$ cat config.mk
export PLATFORM = sky130hd
export DESIGN_NAME = combine_server
export DESIGN_NICKNAME = d
export VERILOG_FILES = /design/src/rtl/cns_pkg.sv /design/src/rtl/cns_pick.sv /design/src/rtl/cns_inv_relay.sv /design/src/rtl/combine_server.sv
export SDC_FILE = /design/constraint.sdc
export NUM_CORES = 1
export LEC_CHECK = 0
export BUFFER_PORTS_ARGS = -buffer_cell sky130_fd_sc_hd__buf_2
export CORE_MARGIN = 3
export CORE_UTILIZATION = 55
export DETAILED_ROUTE_END_ITERATION = 7
export PLACE_DENSITY = 0.94
export SLEW_MARGIN = 20
export SYNTH_ARGS = -nofsm -noshare
export SYNTH_HDL_FRONTEND = slang
export SYNTH_SLANG_ARGS = --single-unit
$ cat constraint.sdc
create_clock -name clk -period 5 [get_ports clk]
set_clock_uncertainty 0.05 [all_clocks]
set_input_delay 0.75 -clock clk [delete_from_list [all_inputs] [get_ports clk]]
set_output_delay 0.75 -clock clk [all_outputs]
set_load 0.02 [all_outputs]
$ cat src/rtl/cns_pkg.sv
package cns_pkg;

  typedef struct packed {
    logic valid;
    logic modified;
  } line_st_t;

  typedef enum logic {
    DK_RESP  = 1'b0,
    DK_MCAST = 1'b1
  } dkind_t;

endpackage

$ cat src/rtl/cns_pick.sv
module cns_pick #(
  parameter int N = 8,
  parameter int W = 3
) (
  input  logic [N-1:0] req,
  output logic         any,
  output logic [W-1:0] idx,
  output logic [N-1:0] grant
);

  // lowest set bit wins: scan from the top so the last hit is the smallest
  always_comb begin
    idx   = '0;
    grant = '0;
    for (int i = N - 1; i >= 0; i--) begin
      if (req[i]) begin
        idx      = W'(i);
        grant    = '0;
        grant[i] = 1'b1;
      end
    end
  end

  assign any = |req;

endmodule

$ cat src/rtl/cns_inv_relay.sv
module cns_inv_relay #(
  parameter int N = 8,
  parameter int W = 3
) (
  input  logic         clk,
  input  logic         rst_n,
  input  logic         start,
  input  logic [N-1:0] start_set,
  output logic         active,
  output logic         cinv_valid,
  input  logic         cinv_ready,
  output logic [W-1:0] cinv_id,
  input  logic         cack_valid,
  input  logic [W-1:0] cack_id,
  output logic         oack_valid,
  input  logic         oack_ready
);

  logic [N-1:0] todo_q, wait_q, todo_grant, ack_mask;
  logic         todo_any, cinv_fire, oack_fire;

  cns_pick #(.N(N), .W(W)) u_todo_pick (
    .req  (todo_q),
    .any  (todo_any),
    .idx  (cinv_id),
    .grant(todo_grant)
  );

  always_comb begin
    for (int i = 0; i < N; i++) ack_mask[i] = cack_valid && (cack_id == W'(i));
  end

  assign cinv_valid = todo_any;
  assign cinv_fire  = cinv_valid && cinv_ready;
  assign oack_valid = active && (todo_q == '0) && (wait_q == '0);
  assign oack_fire  = oack_valid && oack_ready;

  always_ff @(posedge clk) begin
    if (!rst_n) begin
      active <= 1'b0;
      todo_q <= '0;
      wait_q <= '0;
    end else if (start) begin
      active <= 1'b1;
      todo_q <= start_set;
      wait_q <= start_set;
    end else begin
      if (cinv_fire) todo_q <= todo_q & ~todo_grant;
      wait_q <= wait_q & ~ack_mask;
      if (oack_fire) active <= 1'b0;
    end
  end

  // an empty sharer set acknowledges the owner right away
  a_r9_empty_round: assert property (@(posedge clk) disable iff (!rst_n)
    start && (start_set == '0) |=> oack_valid);

  // client invalidations hold under back-pressure
  a_r11_cinv_hold: assert property (@(posedge clk) disable iff (!rst_n)
    cinv_valid && !cinv_ready |=> cinv_valid && $stable(cinv_id));

  // owner acknowledgement holds under back-pressure
  a_r11_oack_hold: assert property (@(posedge clk) disable iff (!rst_n)
    oack_valid && !oack_ready |=> oack_valid);

endmodule

$ cat src/rtl/combine_server.sv
module combine_server
  import cns_pkg::*;
#(
  parameter int N_CLIENTS = 8,
  parameter int DATA_W    = 32,
  localparam int CID_W    = (N_CLIENTS > 1) ? $clog2(N_CLIENTS) : 1
) (
  input  logic              clk,
  input  logic              rst_n,
  input  logic              creq_valid,
  output logic              creq_ready,
  input  logic [CID_W-1:0]  creq_id,
  output logic              crsp_valid,
  input  logic              crsp_ready,
  output logic [CID_W-1:0]  crsp_id,
  output logic [DATA_W-1:0] crsp_data,
  output logic              fwd_valid,
  input  logic              fwd_ready,
  input  logic              hdat_valid,
  output logic              hdat_ready,
  input  logic              hdat_mcast,
  input  logic              hdat_mod,
  input  logic [DATA_W-1:0] hdat_data,
  input  logic              hinv_valid,
  output logic              hinv_ready,
  output logic              cinv_valid,
  input  logic              cinv_ready,
  output logic [CID_W-1:0]  cinv_id,
  input  logic              cack_valid,
  input  logic [CID_W-1:0]  cack_id,
  output logic              oack_valid,
  input  logic              oack_ready
);

  line_st_t                line_q;
  logic [DATA_W-1:0]       data_q;
  logic [N_CLIENTS-1:0]    pend_q, sharers_q;
  logic                    inflight_q, need_fwd_q, drop_q, lock_q;
  logic [CID_W-1:0]        lock_id_q;

  logic                    inv_active;
  logic                    creq_fire, hinv_fire, hdat_fire, resp_fire, mc_fire;
  logic                    rsp_fire, fwd_fire, serve_ok, hit, miss_new;
  logic                    pend_any, inv_hits_fetch, need_fwd_d;
  logic [CID_W-1:0]        pick_id, sel_id;
  logic [N_CLIENTS-1:0]    pick_grant, lock_mask, sel_mask, req_mask;
  logic [N_CLIENTS-1:0]    served_mask, pend_next, sharers_plus;
  dkind_t                  hkind;

  assign creq_ready = !inv_active;
  assign hinv_ready = !inv_active;
  assign hdat_ready = 1'b1;

  assign hkind     = dkind_t'(hdat_mcast);
  assign creq_fire = creq_valid && creq_ready;
  assign hinv_fire = hinv_valid && hinv_ready;
  assign hdat_fire = hdat_valid && hdat_ready;
  assign resp_fire = hdat_fire && (hkind == DK_RESP);
  assign mc_fire   = hdat_fire && (hkind == DK_MCAST);

  always_comb begin
    for (int i = 0; i < N_CLIENTS; i++) begin
      req_mask[i]  = creq_fire && (creq_id == CID_W'(i));
      lock_mask[i] = (lock_id_q == CID_W'(i));
    end
  end

  // reply selection: lowest waiting ID, frozen while the reply is stalled
  cns_pick #(.N(N_CLIENTS), .W(CID_W)) u_rsp_pick (
    .req  (pend_q),
    .any  (pend_any),
    .idx  (pick_id),
    .grant(pick_grant)
  );

  assign sel_id   = lock_q ? lock_id_q : pick_id;
  assign sel_mask = lock_q ? lock_mask : pick_grant;

  assign serve_ok   = line_q.valid && !need_fwd_q && !inflight_q;
  assign crsp_valid = serve_ok && pend_any;
  assign crsp_id    = sel_id;
  assign crsp_data  = data_q;
  assign rsp_fire   = crsp_valid && crsp_ready;

  assign served_mask  = rsp_fire ? sel_mask : '0;
  assign pend_next    = (pend_q & ~served_mask) | req_mask;
  assign sharers_plus = sharers_q | served_mask;

  // a modified copy still being handed out also serves late arrivals
  assign hit      = line_q.valid && (!line_q.modified || pend_any);
  assign miss_new = creq_fire && !hit && !inflight_q && !need_fwd_q;

  assign fwd_valid = need_fwd_q;
  assign fwd_fire  = fwd_valid && fwd_ready;

  assign inv_hits_fetch = hinv_fire && (inflight_q || fwd_fire) && !resp_fire;

  always_comb begin
    need_fwd_d = need_fwd_q;
    if (fwd_fire) need_fwd_d = 1'b0;
    if (miss_new) need_fwd_d = 1'b1;
    if (resp_fire && drop_q && (pend_next != '0)) need_fwd_d = 1'b1;
    if (hinv_fire && !inv_hits_fetch && (pend_next != '0)) need_fwd_d = 1'b1;
  end

  always_ff @(posedge clk) begin
    if (!rst_n) begin
      line_q     <= '0;
      data_q     <= '0;
      pend_q     <= '0;
      sharers_q  <= '0;
      inflight_q <= 1'b0;
      need_fwd_q <= 1'b0;
      drop_q     <= 1'b0;
      lock_q     <= 1'b0;
      lock_id_q  <= '0;
    end else begin
      pend_q     <= pend_next;
      sharers_q  <= hinv_fire ? '0 : sharers_plus;
      need_fwd_q <= need_fwd_d;

      if (hinv_fire) begin
        line_q <= '0;
      end else if (mc_fire) begin
        line_q <= '{valid: 1'b1, modified: 1'b0};
        data_q <= hdat_data;
      end else if (resp_fire && !drop_q) begin
        line_q <= '{valid: 1'b1, modified: hdat_mod};
        data_q <= hdat_data;
      end

      if (fwd_fire)       inflight_q <= 1'b1;
      else if (resp_fire) inflight_q <= 1'b0;

      if (inv_hits_fetch) drop_q <= 1'b1;
      else if (resp_fire) drop_q <= 1'b0;

      if (hinv_fire || rsp_fire) begin
        lock_q <= 1'b0;
      end else if (crsp_valid && !crsp_ready) begin
        lock_q    <= 1'b1;
        lock_id_q <= sel_id;
      end
    end
  end

  cns_inv_relay #(.N(N_CLIENTS), .W(CID_W)) u_relay (
    .clk       (clk),
    .rst_n     (rst_n),
    .start     (hinv_fire),
    .start_set (sharers_plus),
    .active    (inv_active),
    .cinv_valid(cinv_valid),
    .cinv_ready(cinv_ready),
    .cinv_id   (cinv_id),
    .cack_valid(cack_valid),
    .cack_id   (cack_id),
    .oack_valid(oack_valid),
    .oack_ready(oack_ready)
  );

  // a forward is not repeated while its answer is awaited
  a_r3_single_fetch: assert property (@(posedge clk) disable iff (!rst_n)
    fwd_valid && fwd_ready |=> !fwd_valid);

  // reads during an outstanding fetch do not raise a new forward
  a_r5_combine: assert property (@(posedge clk) disable iff (!rst_n)
    creq_valid && creq_ready && inflight_q && !hdat_valid |=> !fwd_valid);

  // once invalidated, nothing is answered from the old copy
  a_r8_inv_stops_replies: assert property (@(posedge clk) disable iff (!rst_n)
    hinv_valid && hinv_ready |=> !crsp_valid);

  // a stalled reply keeps its target
  a_r11_rsp_hold: assert property (@(posedge clk) disable iff (!rst_n)
    crsp_valid && !crsp_ready && !(hinv_valid && hinv_ready)
    |=> crsp_valid && $stable(crsp_id));

endmodule

---- Word-level counts from Yosys, hierarchy flattened ----
Index checks and enable logic that the tools add are counted.
storage, ports and cells
  bits in registers ....................... 74
  latch bits .............................. 0
  bits in writable memories ............... 0
  memory bits (read-only) ................. 0
  bits of input ports ..................... 50
  output and inout port bits .............. 45
  word-level logic and storage cells ...... 169
  memories kept ........................... 0
cells by class
  add/subtract/negate cells ............... 0
  $mul .................................... 0
  div/mod/pow operators ................... 0
  magnitude comparators ................... 0
  eq/ne operators ......................... 21
  shift-type cells ........................ 0
  multiplexer cells ....................... 51
  bitwise gates (word level) .............. 12
  reduce and logical (&&, ||, !) cells .... 72
operators with widths
  kind                count
  $mux 8              21
  $mux 32             2
  $mux 3              17
  $logic_and 1x1->1   41
  $eq 3x3->1 const B  12
  $and 8x8->8         3
  $not 8->8           3
  $eq 3x2->1 const B  6
  $logic_not 8->1     2
  $or 8x8->8          2
  $reduce_or 8->1     2
  $reduce_bool 2->1   5
  $eq 3x1->1 const B  3
  $logic_not 1->1     9
  $logic_not 3->1     3
  $mux 1              9
  $reduce_bool 8->1   1
  $mux 2              2
  $not 1->1           4
  $reduce_and 2->1    2
  $reduce_bool 4->1   1
  $reduce_or 2->1     2
  $logic_or 1x1->1    3
  $reduce_or 3->1     1

---- Logic depth before layout (Yosys ltp) ----
  depth after elaboration ................. 17
  gate-level depth with buffers ........... 7
  depth with buffers taken out ............ 5

---- By module ----
Synthesis repeated with hierarchy kept, for this count alone.
unflattened totals
  cells, all modules ...................... 430
  area, all modules ....................... 3567.2 um2
by module, submodules not included
  module          times used  cells an instance  area each (um2)  seq. area each (um2)
  combine_server  1           299                2502.4           1141.1
  cns_inv_relay   1           85                 774.5            340.3
  cns_pick        2           23                 145.1            0.0

---- Least setup slack after synthesis ----
Ideal clock, no wire load.
  path kind ............................... register to output
  start ................................... reg pend_q[0]
  end ..................................... out crsp_id[2]
  data arrival time ....................... 1.636 ns
  required time ........................... 4.200 ns
  path slack .............................. 2.564 ns
  stages on the path, launching flop included .. 4
  path buffers ............................ 1
  path through ............................ dfxtp_1 -> buf_2 -> or4_1 -> o31ai_1
on the way
  cells in the longest elaborated chain, start to end .. 2
RTL lines
  item                    line                   text
  from (decl)             combine_server.sv:37   logic [N_CLIENTS-1:0] pend_q, sharers_q;
  from (signal assigned)  combine_server.sv:118  pend_q <= pend_next;
  $mux 3                  cns_pick.sv:16         if (req[i]) begin
  $mux 3                  combine_server.sv:76   assign sel_id = lock_q ? lock_id_q : pick_id;
  to (decl)               combine_server.sv:15   output logic [CID_W-1:0] crsp_id,
No other way between the ends.

---- Worst setup path in the final report ----
  start ................................... reg u_relay.wait_q[3]
  end ..................................... out oack_valid
on the way
  cells in the longest elaborated chain, start to end .. 2
RTL lines
  item                    line                  text
  from (decl)             cns_inv_relay.sv:19   logic [N-1:0] todo_q, wait_q, todo_grant, ack_mask;
  from (signal assigned)  cns_inv_relay.sv:46   wait_q <= start_set;
  from (signal assigned)  cns_inv_relay.sv:49   wait_q <= wait_q & ~ack_mask;
  $logic_not 8->1         cns_inv_relay.sv:35   assign oack_valid = active && (todo_q == '0) && (wait_q == '0);
  $logic_and 1x1->1       cns_inv_relay.sv:35
  to (decl)               combine_server.sv:31  output logic oack_valid,
No other way between the ends.

==> results_dict.tcl <==
set metrics [dict create \
    synthArstFlopShare_pct 0 \
    drc 0 \
    grt_max_degree 56 \
    routed_wl_um 8280 \
    cts_setup_buffers 0 \
    maxCapViolCount 0 \
    multiInputGateArea_um2 1650 \
    grt_pass1_vias 2986 \
    report.power.total_mw 1.22 \
    relSlewSlack_pct 40.0 \
    cts_max_level 3 \
    r2r_setup_slack_ns 2.79 \
    hp-class "reg -> reg" \
    hold_buffers 0 \
    hold_violations 0 \
    outcome "finished, final reports clean" \
    fin_crit_sh_pct 55.3 \
    ys_ff_latch 74 \
    fillCellCount 438 \
    cts_buffers 9 \
    ys.flop_type "dfxtp_1" \
    crit_path_end_kind "output port" \
    die_x_um 83.1 \
    setup_violations 0 \
    seqCellArea_um2 1480 \
    drt_iter0_markers 220 \
    syn_to_final_growth_pct 19.8 \
    dp_hpwl_um 5890 \
    grt_overflow 0 \
    hold_slack_ns 0.404 \
    worstPathMaxFanout 2 \
    fp.dieH_um 83.1 \
    layout-drive-gt1-share_pct 25.8 \
    io_buffers 93 \
    p_leak_nw 1.64 \
    fin_crit_ns 2.77 \
    vias_per_cell 5.74 \
    final_common_cell "buf_2" \
    ir_drop_mv 0.311 \
    postSynthCellCount 398 \
    ys_seq_area_share_pct 45.3 \
    arrival_ns 1.97 \
    report.final.slew_viol_count 0 \
    clkTransAtPathRegs_ns 0.07 \
    clock-sinks 74 \
    required_ns 4.20 \
    first_pass_iters 5 \
    root_buffer "clkbuf_8" \
    clock_latency_ns 0.35 \
    grt_setup_unrepaired "false" \
    diodes 0 \
    max_freq_mhz 362 \
    syn-cell-area_um2 3270 \
    synth-edff-count 0 \
    start_kind "register" \
    core_region_area_um2 5640 \
    antenna_found_initial 0 \
    ys_warn_count 0 \
    worst_pin_slew_ns 0.900 \
    cts_resized 0 \
    grt.total_usage_pct 23.9 \
    worstSetupPathType "reg -> out" \
    final_cell_mix "buf_2, nand2_1, dfxtp_1, a21oi_1, nor2_1" \
    vias 3191 \
    gp_congestion 0.906 \
    clockBufferDepth 2 \
    grt_pass1_wl_um 13700 \
    initial_core_util_pct 57.9 \
    syn_avg_cell_area_um2 8.21 \
    cts_tree "built" \
    drt-wirelength-per-cell_um 14.9 \
    power_density_nw_per_um2 313 \
    die_area_um2 6900 \
    syn-num-nets 448 \
    synth_cell_types 57 \
    final_nets 530 \
    ios 95 \
    drt.antenna.violating_nets 0 \
    totalNegativeSetupSlack_ns 0 \
    num_rows 27 \
]
## sequential cells by signal, indices dropped and copies added (netlist names)
register	cells
pend_q	8
sharers_q	8
lock_id_q	3
line_q	2
crsp_data	32
u_relay.todo_q	8
lock_q	1
drop_q	1
u_relay.active	1
inflight_q	1
u_relay.wait_q	8
fwd_valid	1
## critical path: stages (launching register included)
cell and delay, ns:
dfxtp_1 0.32, or4_1 0.50, or3_1 0.32, nor3_1 0.27, buf_2 0.22
## final timing paths
path,cells past startpoint,to,startpoint
min reg2reg,2,crsp_data[10],crsp_data[10]
max,4,oack_valid,u_relay.wait_q[3]
max reg2reg,5,fwd_valid,lock_q
min,2,crsp_data[10],crsp_data[10]
## report_power, final
group	internal (mW)	leakage (nW)	total, mW	switching (mW)
logic	0.0702	0.948	0.189	0.119
registers	0.612	0.602	0.632	0.0204
clock network	0.189	0.0879	0.402	0.214
total	0.871	1.64	1.22	0.353
## routing by layer
metal	wire (µm)	vias up	part of all wire (%)	track usage [%]
met5	0	-	0	0
met4	153	0	1.8	9.21
met3	542	16	6.5	7.24
met2	4240	115	51	41.2
met1	3350	1495	40	27.7
li1	-	1565	-	-
## cells by family (layout without fill, tap and decap cells)
| kind of cell | after synthesis | count (layout) | synth area share [%] |
|---|---|---|---|
| and+or+nand+nor | 166 | 166 | 25.7 |
| AOI/OAI and AO/OA | 118 | 118 | 23.4 |
| DFF | 74 | 74 | 45.3 |
| buffers and inverters | 36 | 122 | 4.44 |
| muxes | 3 | 3 | 0.957 |
| other | 1 | 1 | 0.115 |
## synth_stat cells (all sizes together) (3+ instances only)
library cell	instances	area, µm²
nor2b	6	37.5
nor2	23	86.3
o21ai	10	53.8
and2	5	31.3
inv	13	48.8
a21oi	64	332
nor4bb	3	30.0
clkbuf	18	67.6
o31ai	4	30.0
a22o	4	35.0
dfxtp	74	1480
nand2	78	293
nor3	6	30.0
o211ai	12	90.1
o21a	4	31.3
or3	4	25.0
nand2b	14	87.6
buf	5	28.8
or4	4	37.5
nand3	3	15.0
a22oi	3	22.5
nor4	7	56.3
a21o	3	22.5
## area by class of cell
| type | count | share of cell area, % |
|---|---|---|
| multi-input combinational | 288 | 42.2 |
| sequential | 74 | 37.9 |
| timing repair buffer | 94 | 12.1 |
| clock buffer | 10 | 3.52 |
| tap | 72 | 2.30 |
| inverter | 13 | 1.25 |
| clock inverter | 5 | 0.799 |
## through the flow
step | instances | cell area, µm² | worst slack, ns | utilization (%)
finish | 556 | 3910 | 2.23 | 69.4
global route | 556 | 3910 | 2.17 | 69.4
CTS | 556 | 3910 | 2.23 | 69.2
detailed placement | 541 | 3740 | 2.31 | 66.2
global placement | 541 | 3740 | 2.39 | 66.2
floorplan | 398 | 3270 | 2.56 | -
Note: power is estimated with default switching activity, not from simulation.
